$ cat src/rtl/dma_line_splitter.sv
module dma_line_splitter #(
  parameter int ADDR_W     = 32,
  parameter int LEN_W      = 16,
  parameter int LINE_BYTES = 64,
  parameter int QDEPTH     = 4,
  parameter int DLY_W      = 8,
  localparam int LB        = $clog2(LINE_BYTES),
  localparam int SZ_W      = LB + 1
) (
  input  logic              clk,
  input  logic              rst_n,
  input  logic              cmd_valid,
  output logic              cmd_ready,
  input  logic              cmd_write,
  input  logic [ADDR_W-1:0] cmd_addr,
  input  logic [LEN_W-1:0]  cmd_len,
  input  logic [DLY_W-1:0]  cmd_delay,
  output logic              req_valid,
  input  logic              req_ready,
  input  logic              req_retry,
  output logic              req_write,
  output logic [ADDR_W-1:0] req_addr,
  output logic [SZ_W-1:0]   req_size,
  output logic [LEN_W-1:0]  req_offset,
  input  logic              rsp_valid,
  input  logic [SZ_W-1:0]   rsp_bytes,
  output logic              drained,
  output logic              done,
  output logic              rsp_err
);
  localparam int QA = (QDEPTH > 1) ? $clog2(QDEPTH) : 1;

  logic              cutting, wr_mode, in_retry, gap, dly_on, done_r, err_r;
  logic [ADDR_W-1:0] cur_addr;
  logic [LEN_W-1:0]  rem, issued, total, acc;
  logic [DLY_W-1:0]  delay_r, dcnt;
  logic [LEN_W:0]    outst;

  logic [ADDR_W-1:0] q_addr [QDEPTH];
  logic [SZ_W-1:0]   q_size [QDEPTH];
  logic [LEN_W-1:0]  q_off  [QDEPTH];
  logic [QA-1:0]     wp, rp;
  logic [QA:0]       qcnt;

  logic [SZ_W-1:0]   room, piece;
  logic [LEN_W-1:0]  room_w;
  logic [LEN_W:0]    sum;
  logic              push, accept, refuse, cmd_go, over, hit, rsp_dec, last;

  assign room    = SZ_W'(LINE_BYTES) - SZ_W'(cur_addr[LB-1:0]);
  assign room_w  = LEN_W'(room);
  assign last    = rem <= room_w;
  assign piece   = last ? rem[SZ_W-1:0] : room;
  assign push    = cutting && (qcnt != (QA+1)'(QDEPTH));

  assign req_valid  = (qcnt != '0) && !in_retry && !gap;
  assign req_addr   = q_addr[rp];
  assign req_size   = q_size[rp];
  assign req_offset = q_off[rp];
  assign req_write  = wr_mode;
  assign accept     = req_valid && req_ready;
  assign refuse     = req_valid && !req_ready;

  assign cmd_ready = !cutting && (outst == '0) && !dly_on;
  assign cmd_go    = cmd_valid && cmd_ready;

  assign sum     = {1'b0, acc} + (LEN_W+1)'(rsp_bytes);
  assign over    = rsp_valid && (sum > {1'b0, total});
  assign hit     = rsp_valid && !over && (sum == {1'b0, total});
  assign rsp_dec = rsp_valid && (outst != '0);

  assign drained = outst == '0;
  assign done    = done_r;
  assign rsp_err = err_r;

  always_ff @(posedge clk) begin
    if (!rst_n) begin
      cutting <= 1'b0; wr_mode <= 1'b0; cur_addr <= '0; rem <= '0; issued <= '0;
      total <= '0; delay_r <= '0;
    end else if (cmd_go) begin
      cutting  <= cmd_len != '0;
      wr_mode  <= cmd_write;
      cur_addr <= cmd_addr;
      rem      <= cmd_len;
      issued   <= '0;
      total    <= cmd_len;
      delay_r  <= cmd_delay;
    end else if (push) begin
      cur_addr <= cur_addr + ADDR_W'(piece);
      rem      <= rem - LEN_W'(piece);
      issued   <= issued + LEN_W'(piece);
      if (last) cutting <= 1'b0;
    end
  end

  always_ff @(posedge clk) begin
    if (push) begin
      q_addr[wp] <= cur_addr;
      q_size[wp] <= piece;
      q_off[wp]  <= issued;
    end
  end

  always_ff @(posedge clk) begin
    if (!rst_n) begin
      wp <= '0; rp <= '0; qcnt <= '0;
    end else begin
      if (push)   wp <= (wp == QA'(QDEPTH-1)) ? '0 : wp + 1'b1;
      if (accept) rp <= (rp == QA'(QDEPTH-1)) ? '0 : rp + 1'b1;
      qcnt <= qcnt + (QA+1)'(push) - (QA+1)'(accept);
    end
  end

  always_ff @(posedge clk) begin
    if (!rst_n) begin
      in_retry <= 1'b0; gap <= 1'b0;
    end else begin
      gap <= accept;
      if (refuse)         in_retry <= 1'b1;
      else if (req_retry) in_retry <= 1'b0;
    end
  end

  always_ff @(posedge clk) begin
    if (!rst_n) outst <= '0;
    else        outst <= outst + (LEN_W+1)'(push) - (LEN_W+1)'(rsp_dec);
  end

  always_ff @(posedge clk) begin
    if (!rst_n) begin
      acc <= '0; dly_on <= 1'b0; dcnt <= '0; done_r <= 1'b0; err_r <= 1'b0;
    end else begin
      done_r <= 1'b0;
      err_r  <= over;
      if (cmd_go) begin
        acc <= '0;
        if (cmd_len == '0) done_r <= 1'b1;
      end else if (rsp_valid && !over) begin
        acc <= sum[LEN_W-1:0];
      end
      if (hit) begin
        if (delay_r == '0) done_r <= 1'b1;
        else begin
          dly_on <= 1'b1;
          dcnt   <= delay_r;
        end
      end else if (dly_on) begin
        dcnt <= dcnt - 1'b1;
        if (dcnt == DLY_W'(1)) begin
          done_r <= 1'b1;
          dly_on <= 1'b0;
        end
      end
    end
  end


  line_fit_chk: assert property (@(posedge clk) disable iff (!rst_n)
    req_valid |-> (req_size != '0) &&
      (({1'b0, req_addr[LB-1:0]} + req_size) <= SZ_W'(LINE_BYTES)));

  refuse_hold_chk: assert property (@(posedge clk) disable iff (!rst_n)
    refuse |=> !req_valid && $stable(req_addr));

  retry_wait_chk: assert property (@(posedge clk) disable iff (!rst_n)
    (in_retry && !req_retry) |=> !req_valid);

  send_gap_chk: assert property (@(posedge clk) disable iff (!rst_n)
    accept |=> !req_valid);

  idle_quiet_chk: assert property (@(posedge clk) disable iff (!rst_n)
    cmd_ready |-> !req_valid);

  done_idle_chk: assert property (@(posedge clk) disable iff (!rst_n)
    done |-> cmd_ready);

  err_source_chk: assert property (@(posedge clk) disable iff (!rst_n)
    rsp_err |-> $past(rsp_valid));

  rsp_nonzero_chk: assert property (@(posedge clk) disable iff (!rst_n)
    rsp_valid |-> (rsp_bytes != '0) && !drained);
endmodule

$ cat config.mk
export PLATFORM = sky130hd
export DESIGN_NAME = dma_line_splitter
export DESIGN_NICKNAME = d
export VERILOG_FILES = /design/src/rtl/dma_line_splitter.sv
export SDC_FILE = /design/constraint.sdc
export NUM_CORES = 1
export LEC_CHECK = 0
export ABC_AREA = 1
export BUFFER_PORTS_ARGS = -buffer_cell sky130_fd_sc_hd__buf_2
export CAP_MARGIN = 20
export CORE_ASPECT_RATIO = 0.6
export CORE_MARGIN = 2
export CORE_UTILIZATION = 55
export DETAILED_ROUTE_END_ITERATION = 10
export PLACE_DENSITY = 0.85
export SLEW_MARGIN = 20
export SYNTH_ARGS = -nofsm -noshare
export SYNTH_HDL_FRONTEND = slang
export SYNTH_SLANG_ARGS = --single-unit
$ cat constraint.sdc
create_clock -name clk -period 5.9 [get_ports clk]
set_clock_uncertainty 0.2 [all_clocks]
set_input_delay 1.18 -clock clk [delete_from_list [all_inputs] [get_ports clk]]
set_output_delay 1.18 -clock clk [all_outputs]
set_load 0.02 [all_outputs]
After elaboration in Yosys (flattened, before gate mapping)
Memories as Yosys holds them, arrays and structs flattened. A register that Yosys moved wholly into a read port is not among the register bits.
Index checks and enable logic that the tools add are counted.

storage, ports and cells
  RAM bits = 220
  input port bits = 70
  register bits = 143
  output and inout port bits = 61
  memories = 3

cells by class
  muxes and demuxes = 33
  bitwise gates (word level) = 1
  equal/unequal tests = 6
  add/subtract/negate cells = 12
  magnitude comparators = 2
  reduce and logical (&&, ||, !) cells = 31

memories
  name    words  width  rd ports  clocked after Yosys merged registers in  write ports  line  source
  q_addr  4      32     1         1                                        1            39    logic [ADDR_W-1:0] q_addr [QDEPTH];
  q_off   4      16     1         1                                        1            41    logic [LEN_W-1:0] q_off [QDEPTH];
  q_size  4      7      1         1                                        1            40    logic [SZ_W-1:0] q_size [QDEPTH];

operator list
  cell                   count
  $mux W32               2
  $add A32 B7 Y32        1
  $mux W16               2
  $mux W8                3
  $add A16 B7 Y17        1
  $add A17 B1 Y17        1
  $eq A17 B16 Y1         1
  $gt A17 B16 Y1         1
  $logic_not A17 Y1      1
  $mux W1                17
  $reduce_bool A17 Y1    1
  $sub A17 B1 Y17        1
  $add A16 B7 Y16        1
  $le A16 B7 Y1          1
  $logic_not A16 Y1      1
  $mux W2                8
  $reduce_bool A16 Y1    1
  $sub A16 B7 Y16        1
  $logic_and A1 B1 Y1    12
  $eq A8 B1 Y1 const B   1
  $logic_not A8 Y1       1
  $reduce_bool A2 Y1     4
  $sub A8 B1 Y8 const B  1
  $mux W7                1
  12 further kinds       20

Logic depth before layout (Yosys ltp)
Gate-level depths: netlist of the first run.

  depth in word-level cells = 8
  gate-level depth with buffers = 30
  mapped depth without buffers = 29

Worst setup path after synthesis of the first run
OpenSTA, ideal clock, no wires.

  path kind = input-to-reg
  from = input port rsp_bytes[0]
  to = register dcnt[1]
  arrival = 4047 ps
  stages = 19
  setup time = 116 ps
  data required time = 5584 ps
  slack = 1537 ps
  path buffers = 1
  cells stage by stage = ha_1 -> fa_1 -> nand3_1 -> nand3_2 -> nand2_2 -> nand3_4 -> nand3_1 -> nor2_1 -> nand3_1 -> xor2_1 -> inv_1 -> ha_1 -> nand2_1 -> nor4_2 -> nand4_4 -> o21a_1 -> buf_6 -> o21ai_0 -> nor2_1

between the ends
  word-level cells in the longest chain between the ends = 8
  elaborated cells on any way between the ends = 11
  those cells by class = add/sub: 1; order compare: 1; eq/ne: 2; mux: 1; reduce/logical: 6

RTL lines
  item                                                                 line  source
  from (decl)                                                          26    input logic [SZ_W-1:0] rsp_bytes,
  $add A16 B7 Y17 (*)                                                  67    assign sum = {1'b0, acc} + (LEN_W+1)'(rsp_bytes);
  net sum[14]                                                          47    logic [LEN_W:0] sum;
  $gt A17 B16 Y1                                                       68    assign over = rsp_valid && (sum > {1'b0, total});
  $logic_and A1 B1 Y1                                                  68
  $logic_not A1 Y1                                                     69    assign hit = rsp_valid && !over && (sum == {1'b0, total});
  $logic_and A1 B1 Y1                                                  69
  $logic_and A1 B1 Y1 (*)                                              69
  $ne A2 B2 Y1 (no source line) or $reduce_bool A2 Y1 (tied branches)  -
  $reduce_and A2 Y1 (no source line)                                   -
  to (signal assigned)                                                 145   dcnt <= delay_r;
  to (signal assigned)                                                 148   dcnt <= dcnt - 1'b1;
  to (decl)                                                            36    logic [DLY_W-1:0] delay_r, dcnt;

Mark *: on every way through the listed nets, which the timed path passes. The rest lies on a longest branch.
A chain may end at the register's enable or synchronous reset.

Worst setup path in the final report of the first run
  from = register cur_addr[1]
  to = register cur_addr[30]

between the ends
  word-level cells in the longest chain between the ends = 6

RTL lines
  item                    line  source
  from (decl)             34    logic [ADDR_W-1:0] cur_addr;
  from (signal assigned)  83    cur_addr <= cmd_addr;
  from (signal assigned)  89    cur_addr <= cur_addr + ADDR_W'(piece);
  $sub A7 B6 Y7           50    assign room = SZ_W'(LINE_BYTES) - SZ_W'(cur_addr[LB-1:0]);
  $le A16 B7 Y1           52    assign last = rem <= room_w;
  $mux W7                 53    assign piece = last ? rem[SZ_W-1:0] : room;
  net piece[0]            45    logic [SZ_W-1:0] room, piece;
  $add A32 B7 Y32         89
  $mux W32                88    end else if (push) begin
  $mux W32                80    end else if (cmd_go) begin

The timed path passes the listed nets, and every way through them passes these cells. The select of a mux whose other input is x is not followed.

==> results of run 1 <==
[registers in the layout, indices dropped and copies added (netlist names), 2 cells and up, named ones only]
register  flops
acc          16
cur_addr     32
dcnt          8
delay_r       8
issued       16
outst        17
q_addr      128
q_off        64
q_size       28
qcnt          3
rem          16
rp            2
total        16
wp            2
[area by class of cell]
type                    count  share of cell area, %
diodes                      2                 0.0251
clock buffers              45                   4.67
repair buffers            155                   4.29
well taps                 416                   2.61
flip-flops and latches    365                   47.6
inverters                 214                   4.02
clock inverters            17                   1.10
multi-input cells        1278                   35.7
[synth_stat cells (25+ instances only)]
master	count
sky130_fd_sc_hd__o21ai_0	186
sky130_fd_sc_hd__xor2_1	33
sky130_fd_sc_hd__clkbuf_1	54
sky130_fd_sc_hd__nand2_1	283
sky130_fd_sc_hd__inv_1	208
sky130_fd_sc_hd__ha_1	85
sky130_fd_sc_hd__o22ai_1	67
sky130_fd_sc_hd__dfxtp_1	145
sky130_fd_sc_hd__nor3_1	25
sky130_fd_sc_hd__nor2_1	228
sky130_fd_sc_hd__edfxtp_1	220
sky130_fd_sc_hd__nand3_1	91
sky130_fd_sc_hd__a21oi_1	123
[stage by stage]
stage                     instance area (µm²)  utilization [%]  total power [W]  cells
after floorplan                         17700                -          0.00469   1938
after global placement                  18800             59.7          0.00524   2426
after detailed placement                18800             59.8          0.00535   2427
after CTS                               20000             63.4          0.00762   2489
after global routing                    20000             63.5          0.00804   2492
final                                   20000             63.5          0.00762   2492
[final timing paths]
kind / startpoint / end / slack, ps / depth (start not counted)
hold / removal: acc[3] / acc[3] / 270 / 2
hold reg to reg: acc[3] / acc[3] / 270 / 2
setup / recovery: cur_addr[1] / cur_addr[30] / 970 / 26
setup reg to reg: cur_addr[1] / cur_addr[30] / 970 / 26
[power breakdown]
part	internal, W	switching, W	total [W]
Sequential	0.00279	0.0000857	0.00288
Combinational	0.000788	0.00167	0.00246
Clock	0.00131	0.000974	0.00228
[worst register-to-register path, delay by kind of cell, from the launching register on]
| kind | cells | cell delay (ps) |
|---|---|---|
| DFF | 1 | 370 |
| adders and majority gates | 4 | 1090 |
| AOI/OAI and AO/OA | 6 | 1190 |
| buffers and inverters | 5 | 680 |
| and+or+nand+nor | 11 | 1280 |
[logic make-up after synthesis]
kind of cell	after synthesis	share of synthesized area, %
simple gates	697	17.0
compound gates	443	13.9
flops	365	53.6
buf+inv	295	6.52
fa+ha+maj	91	6.67
xor+xnor	47	2.32
[routing by layer]
layer	vias to the layer above	GRT usage [%]
li1	6894	-
met1	6821	39.9
met3	84	5.63
met4	0	8.98
met5	-	0
met2	751	41.8
==> results.txt, run 1 <==
----------------------------------------------------
[Outcome]
  Run status ... finished, final reports clean

[Die]
  Number of top-level pins ... around 130
  Effective utilization at floorplan ... between 50% and 60%
  Chip Height ... roughly 140 µm
  Core region area ... between 30000 and 40000 µm²
  DIE AREA ... around 34000 µm²
  Number of standard-cell rows in the floorplan ... 50
  Overall die width ... 236 µm

[Route]
  Antenna violation net count after detailed routing ... 0
  Via density per instance ... just under 6
  Drt pass-1 iters ... 8
  Wire length on met3 ... a little over 5000 µm
  Routed metal-1 wirelength ... 20300 µm
  Top Metal Used ... met4
  Routed length per instance ... roughly 19 µm
  Total length of routed wires ... between 40000 and 50000 µm
  Vias ... 14600
  # DRC ... 0
  Total met2 wirelength after detailed routing ... between 20000 and 25000 µm
  Count of routing violations after the opening detailed-route iteration ... between 1500 and 2000

[Synth]
  Synth Area per Inst ... roughly 9.2 µm²
  Number of flops mapped to enable cells by yosys ... 220
  Number of distinct library cell variants in the gate-level netlist after synthesis ... ~60
  Synthesis-stage register bit count ... between 300 and 400
  Area leader, netlist ... sky130_fd_sc_hd__edfxtp_1
  Dominant synthesized flop cell ... sky130_fd_sc_hd__edfxtp_1
  Dominant cells by area after synthesis ... sky130_fd_sc_hd__edfxtp_1 37%, sky130_fd_sc_hd__dfxtp_1 16%, sky130_fd_sc_hd__ha_1 6.0%
  Ys async rst share ... 0%
  Syn nets ... 2099
  Synthesized cell area ... around 18000 µm²
  Post-synthesis sequential area ratio ... 53.6%
  Yosys Warn Count ... 0
  Fraction of post-synthesis cell area in the top cell type by area ... a little under two fifths
  Number of instances in the synthesized netlist ... a little under 2000

[Timing]
  Tightest slew margin relative to the limit ... a little over a quarter
  Slew Limit Fails ... 0
  # setup viols final ... 0
  Hold Violations, Final ... 0
  Worst Slack Setup Final ... approximately 970 ps
  Max Fclk ... 203 MHz
  Unrepaired setup endpoints after global routing ... no
  Tmin final ... just under 5000 ps
  Worst slack on hold paths ... roughly 270 ps
  Transition time at the pin with the least slew margin ... between 1000 and 1500 ps
  Setup TNS after final layout ... 0 ps
  Final Cycle Share ... a little over four fifths

[GRT]
  Vias in the first global route ... 13800
  Maximum number of pins on one net before global-route repair ... 111
  Initial antenna violation count ... 2
  Total congestion overflow ... 0
  Wire length of the first global-routing pass ... roughly 73000 µm
  Total global routing track utilization ... about 28%

[Worst setup path]
  Endpoint kind of the worst setup timing path ... flop
  Critical path's top delay family ... simple AND/OR/NAND/NOR gates
  Maximum fanout encountered on the critical timing path ... 15
  Startpoint type of the worst setup path ... flop
  CP required ... between 6000 and 7000 ps
  Arrival time worst endpoint ... around 5100 ps
  Biggest cell delay along the critical path ... 420 ps
  Cell occurring most often along the worst timing path ... sky130_fd_sc_hd__nand2_1
  Cell with the largest stage delay on the worst path ... sky130_fd_sc_hd__fa_1
  Crit Path Category ... reg2reg
  Buffering stage count on the worst path with inverters included ... 5

[Clock tree]
  Number of buffers added for setup after CTS ... 0
  Num CTS Buffers ... 35
  Clock tree from TritonCTS ... built
  Worst skew pair latency ... roughly 530 ps
  CTS Hold Bufs ... 0
  Clock sinks ... between 300 and 400
  Resize count post-CTS ... 0
  Root cell of the clock tree ... sky130_fd_sc_hd__clkbuf_16
  Clock transition at path regs ... 60 ps
  H-tree Lvls ... 2
  Max Buffers Root-to-Sink ... 3

[Cells and area]
  Fraction of layout cells with a size suffix above 1 ... a little under an eighth
  Layout overhead on the synthesized area ... 12.6%
  Area of combinational cells with multiple inputs ... between 7000 and 8000 µm²
  Most common cell after layout, fill and taps aside ... sky130_fd_sc_hd__nand2_1
  Fill count ... around 2500
  Area occupied by registers ... around 9500 µm²
  Number of nets at the end of the flow ... approximately 2200
  Leading cell types in the layout, fill and taps excluded ... 283 x sky130_fd_sc_hd__nand2_1, 224 x sky130_fd_sc_hd__nor2_1, 220 x sky130_fd_sc_hd__edfxtp_1

[Job]
  Number of maximum-capacitance violations ... 0

[Hold path]
  HP Class ... reg2reg

[Place]
  Worst-case setup slack after placement ... about 750 ps
  Detailed placer's ending HPWL ... around 31000 µm
  Gp weighted congestion ... 0.932
  Number of buffers added on ports ... 130

[Power and ir drop]
  Max IR drop VDD ... approximately 300 µV
  PwrDens ... ~380 nW/µm²
  Static Leak ... roughly 8.0 nW

----------------------------------------------------
Note: power is estimated with default switching activity, not from simulation.
==> inputs of run 2 (changes only) <==
==> constraint.sdc (replaced) <==
create_clock -name clk -period 5 [get_ports clk]
set_clock_uncertainty 0.2 [all_clocks]
set_input_delay 1 -clock clk [delete_from_list [all_inputs] [get_ports clk]]
set_output_delay 1 -clock clk [all_outputs]
set_load 0.02 [all_outputs]
==> results.txt, run 2 (synthesis gave the netlist of run 1 again) <==
----------------------------------------------------
[Outcome]
  Run status ... finished, final reports clean (unchanged)

[Cells and area]
  Number of nets at the end of the flow ... 2215 (was 2210)
  Finished layout cell area ... 20100 µm² (was 20000 µm²)
  Non-filler instance count after layout ... 2498 (was 2492)
  Share of the core filled with cells ... 63.7% (was 63.5%)
  Fraction of layout cells with a size suffix above 1 ... 12.4% (was 11.8%)
  Max FFs per register ... 128 (unchanged)
  Largest registers ... q_addr: 128 flops, q_off: 64 flops, cur_addr: 32 flops (unchanged)
  Most common cell after layout, fill and taps aside ... sky130_fd_sc_hd__nand2_1 (unchanged)
  Layout overhead on the synthesized area ... 13.0% (was 12.6%)
  Fill count ... 2476 (was 2470)
  Largest register by flop count ... q_addr (unchanged)
  Leading cell types in the layout, fill and taps excluded ... 282 x sky130_fd_sc_hd__nand2_1, 224 x sky130_fd_sc_hd__nor2_1, 220 x sky130_fd_sc_hd__edfxtp_1 (was 283 x sky130_fd_sc_hd__nand2_1, 224 x sky130_fd_sc_hd__nor2_1, 220 x sky130_fd_sc_hd__edfxtp_1)

[Clock tree]
  Root cell of the clock tree ... sky130_fd_sc_hd__clkbuf_16 (unchanged)
  H-tree Lvls ... 2 (unchanged)
  Num CTS Buffers ... 34 (was 35)
  Clock tree from TritonCTS ... built (unchanged)
  CTS Hold Bufs ... 0 (unchanged)
  Clock transition at path regs ... 70 ps (was 60 ps)
  Worst skew pair latency ... 540 ps (was 530 ps)
  Max Buffers Root-to-Sink ... 3 (unchanged)
  Clock sinks ... 365 (unchanged)

[Route]
  Drt pass-1 iters ... 5 (was 8)
  Antenna violation net count after detailed routing ... 0 (unchanged)
  Via density per instance ... 5.86 (was 5.84)
  Count of routing violations after the opening detailed-route iteration ... 1523 (was 1692)
  # DRC ... 0 (unchanged)
  Vias ... 14600 (about the same)
  Total length of routed wires ... 46800 µm (was 46600 µm)
  Routed length per instance ... 18.7 µm (about the same)

[Timing]
  Tightest slew margin relative to the limit ... 28.5% (was 27.1%)
  Tmin final ... 4580 ps (was 4930 ps)
  Max Fclk ... 218 MHz (was 203 MHz)
  Slew Limit Fails ... 0 (unchanged)
  Final Cycle Share ... 91.7% (was 83.6%)
  Setup TNS after final layout ... 0 ps (unchanged)
  # setup viols final ... 0 (unchanged)
  Unrepaired setup endpoints after global routing ... no (unchanged)
  Hold Violations, Final ... 0 (unchanged)
  Transition time at the pin with the least slew margin ... 1070 ps (was 1090 ps)

[GRT]
  Total congestion overflow ... 0 (unchanged)
  Wire length of the first global-routing pass ... 73100 µm (about the same)
  Vias in the first global route ... 13900 (was 13800)
  Initial antenna violation count ... 2 (unchanged)
  Total global routing track utilization ... 27.5% (was 27.6%)
  Maximum number of pins on one net before global-route repair ... 111 (unchanged)

[Die]
  DIE AREA ... 33800 µm² (unchanged)
  Overall die width ... 236 µm (unchanged)
  Number of top-level pins ... 131 (unchanged)
  Chip Height ... 143 µm (unchanged)
  Effective utilization at floorplan ... 56.4% (unchanged)
  Core region area ... 31500 µm² (unchanged)
  Number of standard-cell rows in the floorplan ... 50 (unchanged)

[Job]
  Number of maximum-capacitance violations ... 0 (unchanged)

[Worst setup path]
  Maximum fanout encountered on the critical timing path ... 9 (was 15)
  Arrival time worst endpoint ... 4790 ps (was 5130 ps)
  CP required ... 5200 ps (was 6100 ps)
  Endpoint kind of the worst setup timing path ... flop (unchanged)
  Startpoint type of the worst setup path ... flop (unchanged)
  Crit Path Category ... reg2reg (unchanged)
  Launching element of the worst setup path ... cur_addr[1] (unchanged)
  Worst reg2reg path startpoint ... cur_addr[1] (unchanged)

[Power and ir drop]
  Static Leak ... 8.09 nW (was 8.02 nW)
  Max IR drop VDD ... 311 µV (was 297 µV)
  Overall Power ... 0.00908 W (was 0.00762 W)
  PwrDens ... 453 nW/µm² (was 382 nW/µm²)

[Place]
  Placed Cells ... 2433 (was 2427)
  Gp weighted congestion ... 0.925 (was 0.932)
  Detailed placer's ending HPWL ... 31100 µm (was 31400 µm)
  Placed standard-cell area ... 18800 µm² (about the same)
  Number of buffers added on ports ... 130 (unchanged)

[Hold path]
  Worst min-delay path startpoint ... acc[2] (was acc[3])
  HP Class ... reg2reg (unchanged)

----------------------------------------------------
## run 2: changes by cell type in the layout (fill, tap and decap cells not counted), sizes merged
| cell | change |
|---|---|
| buf | +6 |
| clkinvlp | -2 |
| bufinv | -1 |
| clkbuf | +3 |
## run 2: worst paths after layout
path / end / slack, ps / depth (start not counted)
worst max-delay path: cur_addr[30] / 420 / 25
worst min-delay path: acc[2] / 270 / 2
worst max register to register: cur_addr[30] / 420 / 25
worst min register to register: acc[2] / 270 / 2
## run 2: area by class of cell
class                   count  area (µm²)  area share, %
flip-flops and latches    365        9510           47.4
inverters                 214         803           4.01
clock buffers              48        1050           5.22
clock inverters            14         160          0.799
diodes                      2        5.00         0.0250
multi-input cells        1278        7120           35.5
repair buffers            161         883           4.40
well taps                 416         520           2.60
## run 2: worst max-delay path, cell delays in order (launching register included)
cell	delay, ps
sky130_fd_sc_hd__dfxtp_1	350
sky130_fd_sc_hd__inv_1	180
sky130_fd_sc_hd__ha_1	220
sky130_fd_sc_hd__nand3_1	140
sky130_fd_sc_hd__nor3_1	170
sky130_fd_sc_hd__inv_1	80
sky130_fd_sc_hd__ha_1	270
sky130_fd_sc_hd__nand2_1	60
sky130_fd_sc_hd__nor2_1	140
sky130_fd_sc_hd__nand2_1	80
sky130_fd_sc_hd__o2111ai_1	90
sky130_fd_sc_hd__nand2_2	140
sky130_fd_sc_hd__buf_4	190
sky130_fd_sc_hd__o21ai_0	210
sky130_fd_sc_hd__inv_1	180
sky130_fd_sc_hd__fa_1	470
sky130_fd_sc_hd__o21ai_2	200
sky130_fd_sc_hd__a21oi_1	170
sky130_fd_sc_hd__o21ai_1	290
sky130_fd_sc_hd__nand2_1	140
sky130_fd_sc_hd__inv_1	160
sky130_fd_sc_hd__nand2_1	70
sky130_fd_sc_hd__nand2_1	60
sky130_fd_sc_hd__nand3_1	60
sky130_fd_sc_hd__nand2_1	80
sky130_fd_sc_hd__a21oi_1	60
## run 2: report_power, final
group          leakage (nW)  switching [W]  total [W]  internal [W]
combinational          4.21        0.00195    0.00290      0.000946
sequential             3.28      0.0000976    0.00339       0.00329
clock                 0.602        0.00116    0.00279       0.00163
total                  8.09        0.00321    0.00908       0.00587
## run 2: per-layer routing
metal / wire, µm / vias to the layer above / global-route usage (%) / part of all wire [%]
met5: 0 / - / 0 / 0
met4: 1210 / 0 / 9.12 / 2.6
met3: 5120 / 86 / 6.48 / 11
met2: 20200 / 749 / 42.6 / 43
met1: 20300 / 6891 / 38.4 / 43
li1: - / 6911 / - / -
## run 2: repair_timing
action	4_1_cts	5_1_grt
setup endpoints to repair	0	11
buffers inserted	0	1
resized for setup	0	2
## run 2: per-stage QoR
step	hold slack [ps]	worst slack, ps
finish	266	417
global route	300	4.17
CTS	268	396
detailed placement	258	423
global placement	253	468
floorplan	239	773
